--- src/rtl/tkf_pkg.sv ---
// Package: shared types and helpers for the touch key filter.
// Assumes: nothing beyond IEEE 1800-2017 constant functions.
package tkf_pkg;

    // Stuck-on limit selection code, as driven on the ont_sel port.
    typedef enum logic [1:0] {
        ONT_SHORT = 2'b00,
        ONT_LONG  = 2'b01,
        ONT_NONE  = 2'b10,
        ONT_RSVD  = 2'b11
    } ont_sel_e;

    // Larger of two integers, for sizing counters.
    function automatic int tkf_max(input int a, input int b);
        return (a > b) ? a : b;
    endfunction

endpackage

--- src/rtl/tkf_key_chan.sv ---
// Module: tkf_key_chan
// The decision logic for one sense key. It holds the reference and the
// consecutive-sample integrator, applies two-rate drift, recalibrates when
// the signal stays far below the reference, and releases a stuck-on key.
// Assumes: sample_valid and ms_tick are single-cycle pulses; all time is
// counted in ms_tick pulses; the timer parameters are 1 or more.
module tkf_key_chan
    import tkf_pkg::*;
#(
    parameter int SIG_W        = 8,
    parameter int THR          = 10,
    parameter int HYST         = 2,
    parameter int NEG_LIM      = 6,
    parameter int ON_RUN       = 6,
    parameter int OFF_RUN      = 6,
    parameter int FAST_RUN     = 2,
    parameter int DRIFT_UP_MS  = 2000,
    parameter int DRIFT_DN_MS  = 500,
    parameter int NEG_MS       = 2000,
    parameter int ONT_SHORT_MS = 10000,
    parameter int ONT_LONG_MS  = 60000
) (
    input  logic             clk,
    input  logic             rst_n,
    input  logic             sample_valid,
    input  logic [SIG_W-1:0] sample,
    input  logic             ms_tick,
    input  logic             unused,
    input  logic             fast_mode,
    input  logic [1:0]       ont_sel,
    output logic             key_on
);
    localparam int DW    = SIG_W + 2;
    localparam int CNT_W = $clog2(tkf_max(tkf_max(ON_RUN, OFF_RUN), FAST_RUN) + 1);
    localparam int TM_W  = $clog2(tkf_max(tkf_max(DRIFT_UP_MS, DRIFT_DN_MS), NEG_MS) + 1);
    localparam int ONT_W = $clog2(tkf_max(ONT_SHORT_MS, ONT_LONG_MS) + 1);

    localparam logic signed [DW-1:0] THR_ON_C  = DW'(THR);
    localparam logic signed [DW-1:0] THR_OFF_C = DW'(THR - HYST);
    localparam logic signed [DW-1:0] NEG_C     = DW'(-NEG_LIM);
    localparam logic [CNT_W:0] ON_RUN_C   = (CNT_W+1)'(ON_RUN);
    localparam logic [CNT_W:0] OFF_RUN_C  = (CNT_W+1)'(OFF_RUN);
    localparam logic [CNT_W:0] FAST_RUN_C = (CNT_W+1)'(FAST_RUN);
    localparam logic [TM_W:0]  UP_C       = (TM_W+1)'(DRIFT_UP_MS);
    localparam logic [TM_W:0]  DN_C       = (TM_W+1)'(DRIFT_DN_MS);
    localparam logic [TM_W:0]  NEGT_C     = (TM_W+1)'(NEG_MS);
    localparam logic [ONT_W:0] SHORT_C    = (ONT_W+1)'(ONT_SHORT_MS);
    localparam logic [ONT_W:0] LONG_C     = (ONT_W+1)'(ONT_LONG_MS);

    logic [SIG_W-1:0] ref_q, ref_n, sig_q, sig_n;
    logic             cal_q, cal_n, on_q, on_n;
    logic [CNT_W-1:0] cnt_q, cnt_n;
    logic [TM_W-1:0]  drift_q, drift_n, neg_q, neg_n;
    logic [ONT_W-1:0] ont_q, ont_n;

    logic signed [DW-1:0] delta_new, delta_q;
    logic             cand;
    logic [CNT_W:0]   cnt_inc, run_need;
    logic [TM_W:0]    drift_inc, neg_inc;
    logic [ONT_W:0]   ont_inc, ont_lim;
    logic             ont_en;

    assign delta_new = $signed({2'b00, sample}) - $signed({2'b00, ref_q});
    assign delta_q   = $signed({2'b00, sig_q})  - $signed({2'b00, ref_q});
    assign cand      = on_q ? (delta_new >= THR_OFF_C) : (delta_new >= THR_ON_C);
    assign cnt_inc   = {1'b0, cnt_q} + 1'b1;
    assign drift_inc = {1'b0, drift_q} + 1'b1;
    assign neg_inc   = {1'b0, neg_q} + 1'b1;
    assign ont_inc   = {1'b0, ont_q} + 1'b1;
    assign run_need  = on_q ? OFF_RUN_C : (fast_mode ? FAST_RUN_C : ON_RUN_C);
    assign key_on    = on_q;

    // Decode the stuck-on limit; the reserved code behaves as disabled.
    always_comb begin
        case (ont_sel_e'(ont_sel))
            ONT_SHORT: begin ont_lim = SHORT_C; ont_en = 1'b1; end
            ONT_LONG:  begin ont_lim = LONG_C;  ont_en = 1'b1; end
            default:   begin ont_lim = '0;      ont_en = 1'b0; end
        endcase
    end

    // Next state: the integrator acts on samples, timers act on ticks.
    always_comb begin
        ref_n   = ref_q;   sig_n = sig_q;   cal_n = cal_q;   on_n = on_q;
        cnt_n   = cnt_q;   drift_n = drift_q; neg_n = neg_q; ont_n = ont_q;
        if (unused) begin
            on_n = 1'b0; cnt_n = '0; drift_n = '0; neg_n = '0; ont_n = '0;
        end else begin
            if (!on_q) ont_n = '0;
            if (sample_valid) begin
                sig_n = sample;
                if (!cal_q) begin
                    ref_n = sample;
                    cal_n = 1'b1;
                    cnt_n = '0;
                end else if (cand != on_q) begin
                    if (cnt_inc >= run_need) begin
                        on_n  = !on_q;
                        cnt_n = '0;
                    end else begin
                        cnt_n = cnt_inc[CNT_W-1:0];
                    end
                end else begin
                    cnt_n = '0;
                end
            end
            if (ms_tick && cal_q) begin
                // Drift, lowest priority among the reference writers.
                if (on_q || (cnt_q != '0) || (sig_q == ref_q)) begin
                    drift_n = '0;
                end else if (drift_inc >= ((sig_q > ref_q) ? UP_C : DN_C)) begin
                    drift_n = '0;
                    ref_n   = (sig_q > ref_q) ? ref_q + 1'b1 : ref_q - 1'b1;
                end else begin
                    drift_n = drift_inc[TM_W-1:0];
                end
                // Quick recalibration after a sustained drop below reference.
                if (!on_q && (delta_q <= NEG_C)) begin
                    if (neg_inc >= NEGT_C) begin
                        neg_n   = '0;
                        drift_n = '0;
                        ref_n   = sig_q;
                    end else begin
                        neg_n = neg_inc[TM_W-1:0];
                    end
                end else begin
                    neg_n = '0;
                end
                // Stuck-on release, highest priority.
                if (on_q && ont_en) begin
                    if (ont_inc >= ont_lim) begin
                        ont_n = '0;
                        on_n  = 1'b0;
                        cnt_n = '0;
                        ref_n = sig_q;
                    end else begin
                        ont_n = ont_inc[ONT_W-1:0];
                    end
                end
            end
        end
    end

    // State registers with synchronous active-low reset.
    always_ff @(posedge clk) begin
        if (!rst_n) begin
            ref_q <= '0; sig_q <= '0; cal_q <= 1'b0; on_q <= 1'b0;
            cnt_q <= '0; drift_q <= '0; neg_q <= '0; ont_q <= '0;
        end else begin
            ref_q <= ref_n; sig_q <= sig_n; cal_q <= cal_n; on_q <= on_n;
            cnt_q <= cnt_n; drift_q <= drift_n; neg_q <= neg_n; ont_q <= ont_n;
        end
    end

    // an unused key reads as off on the next cycle.
    p_unused_off_r13: assert property (@(posedge clk) disable iff (!rst_n)
        unused |=> !on_q);
    // no touch before the reference has been loaded.
    p_uncal_off_r1: assert property (@(posedge clk) disable iff (!rst_n)
        !cal_q |-> !on_q);
    // a key only turns on at a sample.
    p_on_from_sample_r4: assert property (@(posedge clk) disable iff (!rst_n)
        $rose(on_q) |-> $past(sample_valid));
    // the run count never reaches the longest run length.
    p_cnt_bound_r4: assert property (@(posedge clk) disable iff (!rst_n)
        {1'b0, cnt_q} < tkf_max(ON_RUN, OFF_RUN));
    // a calibrated reference changes only on a tick.
    p_ref_tick_only_r6: assert property (@(posedge clk) disable iff (!rst_n)
        (cal_q && !ms_tick) |=> $stable(ref_q));
    // while on, the reference holds unless the key is released.
    p_frozen_on_r8: assert property (@(posedge clk) disable iff (!rst_n)
        (on_q && ms_tick) |=> ($stable(ref_q) || !on_q));
endmodule

--- src/rtl/tkf_state_merge.sv ---
// Module: tkf_state_merge
// Merges the per-key states into the detect line and the change strobe.
// Assumes: key_on comes straight from registers.
module tkf_state_merge #(
    parameter int NKEYS = 10
) (
    input  logic             clk,
    input  logic             rst_n,
    input  logic [NKEYS-1:0] key_on,
    input  logic             act_low,
    output logic             detect,
    output logic             change_strobe
);
    logic [NKEYS-1:0] prev_q;

    // Keep last cycle's key bits for edge detection.
    always_ff @(posedge clk) begin
        if (!rst_n) prev_q <= '0;
        else        prev_q <= key_on;
    end

    assign change_strobe = |(key_on ^ prev_q);
    assign detect        = act_low ^ (|key_on);
endmodule

--- src/rtl/touch_key_filter.sv ---
// Module: touch_key_filter
// Top of the capacitive key decision filter: one tkf_key_chan per key plus
// the output merge. Assumes sample_bus is stable while sample_valid is high.
module touch_key_filter #(
    parameter int NKEYS        = 10,
    parameter int SIG_W        = 8,
    parameter int THR          = 10,
    parameter int HYST         = 2,
    parameter int NEG_LIM      = 6,
    parameter int ON_RUN       = 6,
    parameter int OFF_RUN      = 6,
    parameter int FAST_RUN     = 2,
    parameter int DRIFT_UP_MS  = 2000,
    parameter int DRIFT_DN_MS  = 500,
    parameter int NEG_MS       = 2000,
    parameter int ONT_SHORT_MS = 10000,
    parameter int ONT_LONG_MS  = 60000
) (
    input  logic                   clk,
    input  logic                   rst_n,
    input  logic                   ms_tick,
    input  logic                   sample_valid,
    input  logic [NKEYS*SIG_W-1:0] sample_bus,
    input  logic [NKEYS-1:0]       key_unused,
    input  logic                   fast_mode,
    input  logic [1:0]             ont_sel,
    input  logic                   detect_act_low,
    output logic [NKEYS-1:0]       key_on,
    output logic                   detect,
    output logic                   change_strobe
);
    // One decision channel per key.
    for (genvar k = 0; k < NKEYS; k++) begin : g_key
        tkf_key_chan #(
            .SIG_W(SIG_W), .THR(THR), .HYST(HYST), .NEG_LIM(NEG_LIM),
            .ON_RUN(ON_RUN), .OFF_RUN(OFF_RUN), .FAST_RUN(FAST_RUN),
            .DRIFT_UP_MS(DRIFT_UP_MS), .DRIFT_DN_MS(DRIFT_DN_MS),
            .NEG_MS(NEG_MS), .ONT_SHORT_MS(ONT_SHORT_MS),
            .ONT_LONG_MS(ONT_LONG_MS)
        ) u_chan (
            .clk(clk), .rst_n(rst_n),
            .sample_valid(sample_valid),
            .sample(sample_bus[k*SIG_W +: SIG_W]),
            .ms_tick(ms_tick),
            .unused(key_unused[k]),
            .fast_mode(fast_mode),
            .ont_sel(ont_sel),
            .key_on(key_on[k])
        );
    end

    tkf_state_merge #(.NKEYS(NKEYS)) u_merge (
        .clk(clk), .rst_n(rst_n),
        .key_on(key_on), .act_low(detect_act_low),
        .detect(detect), .change_strobe(change_strobe)
    );
endmodule

--- config.mk ---
export PLATFORM = sky130hd
export DESIGN_NAME = touch_key_filter
export DESIGN_NICKNAME = d
export VERILOG_FILES = /design/src/rtl/tkf_pkg.sv /design/src/rtl/tkf_key_chan.sv /design/src/rtl/tkf_state_merge.sv /design/src/rtl/touch_key_filter.sv
export SDC_FILE = /design/constraint.sdc
export NUM_CORES = 2
export LEC_CHECK = 0
export BUFFER_PORTS_ARGS = -buffer_cell sky130_fd_sc_hd__clkbuf_2
export CORE_MARGIN = 4
export CORE_UTILIZATION = 70
export DETAILED_ROUTE_END_ITERATION = 10
export PLACE_DENSITY = 0.92
export SYNTH_ARGS = -nofsm -noshare
export SYNTH_HDL_FRONTEND = slang
export SYNTH_SLANG_ARGS = --single-unit
--- constraint.sdc ---
create_clock -name clk -period 11.7 [get_ports clk]
set_input_delay 1.17 -clock clk [delete_from_list [all_inputs] [get_ports clk]]
set_output_delay 1.17 -clock clk [all_outputs]
set_load 0.005 [all_outputs]
==> flow_summary.yaml <==
floorplanning:
  die_h_um: 270
  die_area_sq_mm: 0.0732
  die_w_um: 270
  num_rows: 95
  core_region_area_sq_mm: 0.0678
  initial_utilization_pct: 71.2
  ios: 110
sta:
  fin_setup_tns_ns: 0
  slew_violations: 0
  rsz0062_at_grt: "false"
  slew_headroom_pct: 17.1
  finalHoldViolCount: 0
  fmax_ghz: 0.194
  tightest_slew_ns: 1.24
  setup_slack_ns: 6.54
  fin_crit_ns: 5.16
  finClkSkew_ns: 0.0274
  finalSetupViolations: 0
  min_period_over_period_pct: 44.1
drt:
  first_iter_violations: 5407
  routed_wl_mm: 131
  wl_per_cell_um: 18.4
  drc: 4
  postRouteAntennaNets: 0
  vias: 48575
  routed_via_density: 6.80
  first_pass_iters: 11
critical_path:
  cp_max_fo: 11
  r2r_cells: 17
  arrival_ns: 5.73
  r2r-start: "g_key[4].u_chan.ref_q[1]"
  required_ns: 12.27
  worstSetupPathType: "reg -> reg"
  cp-end-kind: "register"
  rrSetupSlack_ns: 6.54
  worstReg2RegEnd: "g_key[4].u_chan.ref_q[1]"
  setup.worst_path.start_class: "register"
finish:
  fill_cells: 4640
  regArea_sq_mm: 0.0120
  area_growth_pct: 6.94
  fin_util_pct: 76.1
  multi_input_area_sq_mm: 0.0341
  drive_gt1_share_pct: 5.86
  final_cell_area_sq_mm: 0.0516
  nets: 6807
global_routing:
  overflow: 0
  track_usage_pct: 33.7
  grt_first_pass_wirelength_mm: 216
  grt_max_degree: 56
  grt_pass1_vias: 45189
  antenna_found_initial: 3
pwr:
  switching_power_w: 0.00179
  switching_share_pct: 30.3
  leakage_nw: 20.3
  p_clk_share_pct: 41.5
  p_total_w: 0.00591
  p_int_w: 0.00412
  vdd_drop_max_mv: 0.123
  power_frac_comb_pct: 22.6
  seqPwrFrac_pct: 35.9
  power_density_mw_per_mm2: 115
synthesis:
  yosysSeqAreaShare_pct: 24.9
  syn_inst: 6264
  synth_edf_count: 0
  synth_fp_nets: 6862
  synth.avg_cell_area_sq_um: 7.70
  synth.area.top_cells: "dfxtp_1, ha_1, nor2_1, a21oi_1, nand2_1"
  yosysWarnings: 0
  async_reset_ff_share_pct: 0
  ys_top_cells_by_count: "nor2_1, dfxtp_1, nand2_1"
  netlist_area_sq_mm: 0.0482
  synth_ff_type: "dfxtp_1"
  yosys.area.top_type: "dfxtp_1"
  ys_types: 104
  yosysMostFrequentCell: "nor2_1"
  ys_ff_latch: 600
  synth_top_area_share_pct: 24.9
worst_hold_path:
  hp-class: "reg -> reg"
  hold_depth: 2
  hold_path.startpoint: "g_key[0].u_chan.sig_q[0]"
  worstHoldEndpoint: "g_key[0].u_chan.sig_q[0]"
place:
  post-place-ws_ns: 6.22
  dpl.hpwl_mm: 90.1
  io_buffers: 109
  gp_congestion: 0.945
  dpl_cell_area_sq_mm: 0.0490
clocking:
  post_cts_buffers: 0
  clock_latency_ns: 0.63
  cts_resized: 0
  cts_root_buf: "clkbuf_16"
  cts.sinks: 600
  cts_buffers: 70
  cts_hold_buf: 0
  path_clk_slew_ns: 0.06
  cts_tree: "done"
  htreeDepth: 3
  cts.path.max_buffers: 3
status:
  outcome: "finished, violations left"
  violations: "design-rule violations"
run:
  maxCapViolations: 0
[cells by family after synthesis]
family,synth area share [%]
XOR/XNOR,5.47
multiplexers,2.05
buffers and inverters,4.39
AND/OR/NAND/NOR,25.6
adder cells (fa/ha/maj),13.4
flip-flops,24.9
AO/OA/AOI/OAI,24.2
[registers in the layout, summed over array words and instances (netlist names)]
register and flops:
g_key.u_chan.cnt_q 30, g_key.u_chan.ref_q 80, g_key.u_chan.drift_q 110, g_key.u_chan.neg_q 110, g_key.u_chan.ont_q 160, g_key.u_chan.cal_q 10
g_key.u_chan.sig_q 80, g_key.u_chan.key_on 10, u_merge.prev_q 10
[layout make-up]
class                           instances  share of cell area [%]
Sequential cell                       600                    23.3
Antenna cell                            3                  0.0146
Timing Repair Buffer                  141                    1.52
Tap cell                              873                    2.12
Inverter                              268                    1.96
Multi-Input combinational cell       5128                    66.1
Clock buffer                           99                    3.96
Clock inverter                         30                    1.00
[per-layer routing]
layer	vias up	part of all wire [%]	GRT usage, %
met2	2442	46	57.1
met3	482	8.8	5.05
met5	-	0	0
met1	22756	41	43.6
li1	22895	-	-
met4	0	4.0	12.7
[cell usage in the layout, fill, tap and decap left out, types with 38 or more instances in the layout]
cell,Yosys,layout
a311oi_1,43,43
a21oi_1,497,497
dfxtp_1,600,600
o21ai_0,308,307
mux2i_1,81,81
inv_1,266,265
nor3_1,154,154
xor2_1,133,133
o211ai_1,57,57
and4_1,38,38
xnor2_1,164,164
nand2b_1,88,86
a211oi_1,42,42
nor2_1,674,674
nand3_1,247,247
nand3b_1,60,60
a31oi_1,67,67
nor2b_1,99,99
ha_1,470,470
or3_1,51,51
clkbuf_16,0,73
and2_1,62,62
o21a_1,84,84
a22oi_1,135,135
a21o_1,88,88
nand2_1,588,588
and3_1,133,133
o31ai_1,56,56
nand4_1,102,102
clkbuf_2,1,107
[through the flow]
step           instances  hold WS, ns
5_1_grt             7141        0.471
3_5_place_dp        7010        0.448
2_1_floorplan       6264        0.436
3_3_place_gp        7010        0.442
4_1_cts             7139        0.455
6_report            7142        0.456
[worst max-delay path, stage by stage (launching register included)]
cell      delay [ns]
dfxtp_1         0.47
inv_1           0.16
ha_1            0.32
nor2b_1         0.14
o21ai_1         0.19
a21oi_1         0.14
o41ai_1         0.49
o21ai_0         0.37
inv_1           0.40
ha_1            0.30
nand2_1         0.06
nand3b_1        0.06
o21ai_0         0.19
o41ai_1         0.11
a211oi_1        0.57
nor2_1          0.32
o311ai_1        0.58
a221o_1         0.24
[power by group through the flow]
stage | clock network, W | logic, W | registers [W]
2_1_floorplan | 0 | 0.00100 | 0.00215
3_3_place_gp | 0 | 0.00123 | 0.00216
3_5_place_dp | 0 | 0.00129 | 0.00217
4_1_cts | 0.00246 | 0.00131 | 0.00212
5_1_grt | 0.00254 | 0.00148 | 0.00212
6_report | 0.00245 | 0.00134 | 0.00212
[how the worst max path moves through the flow]
stage                                         from                       end  slack (ns)  depth (start not counted)
final                     g_key[4].u_chan.ref_q[1]  g_key[4].u_chan.ref_q[1]        6.54                         17
after global routing      g_key[4].u_chan.ref_q[1]  g_key[4].u_chan.ref_q[1]        6.28                         17
after CTS                 g_key[4].u_chan.ref_q[1]  g_key[4].u_chan.ref_q[1]        6.67                         17
after detailed placement                ont_sel[1]  g_key[4].u_chan.ref_q[1]        6.22                         13
after global placement                  ont_sel[1]  g_key[4].u_chan.ref_q[1]        6.30                         13
after floorplan                         ont_sel[1]  g_key[1].u_chan.ref_q[1]        6.25                         14
(Power assumes the default switching activity.)
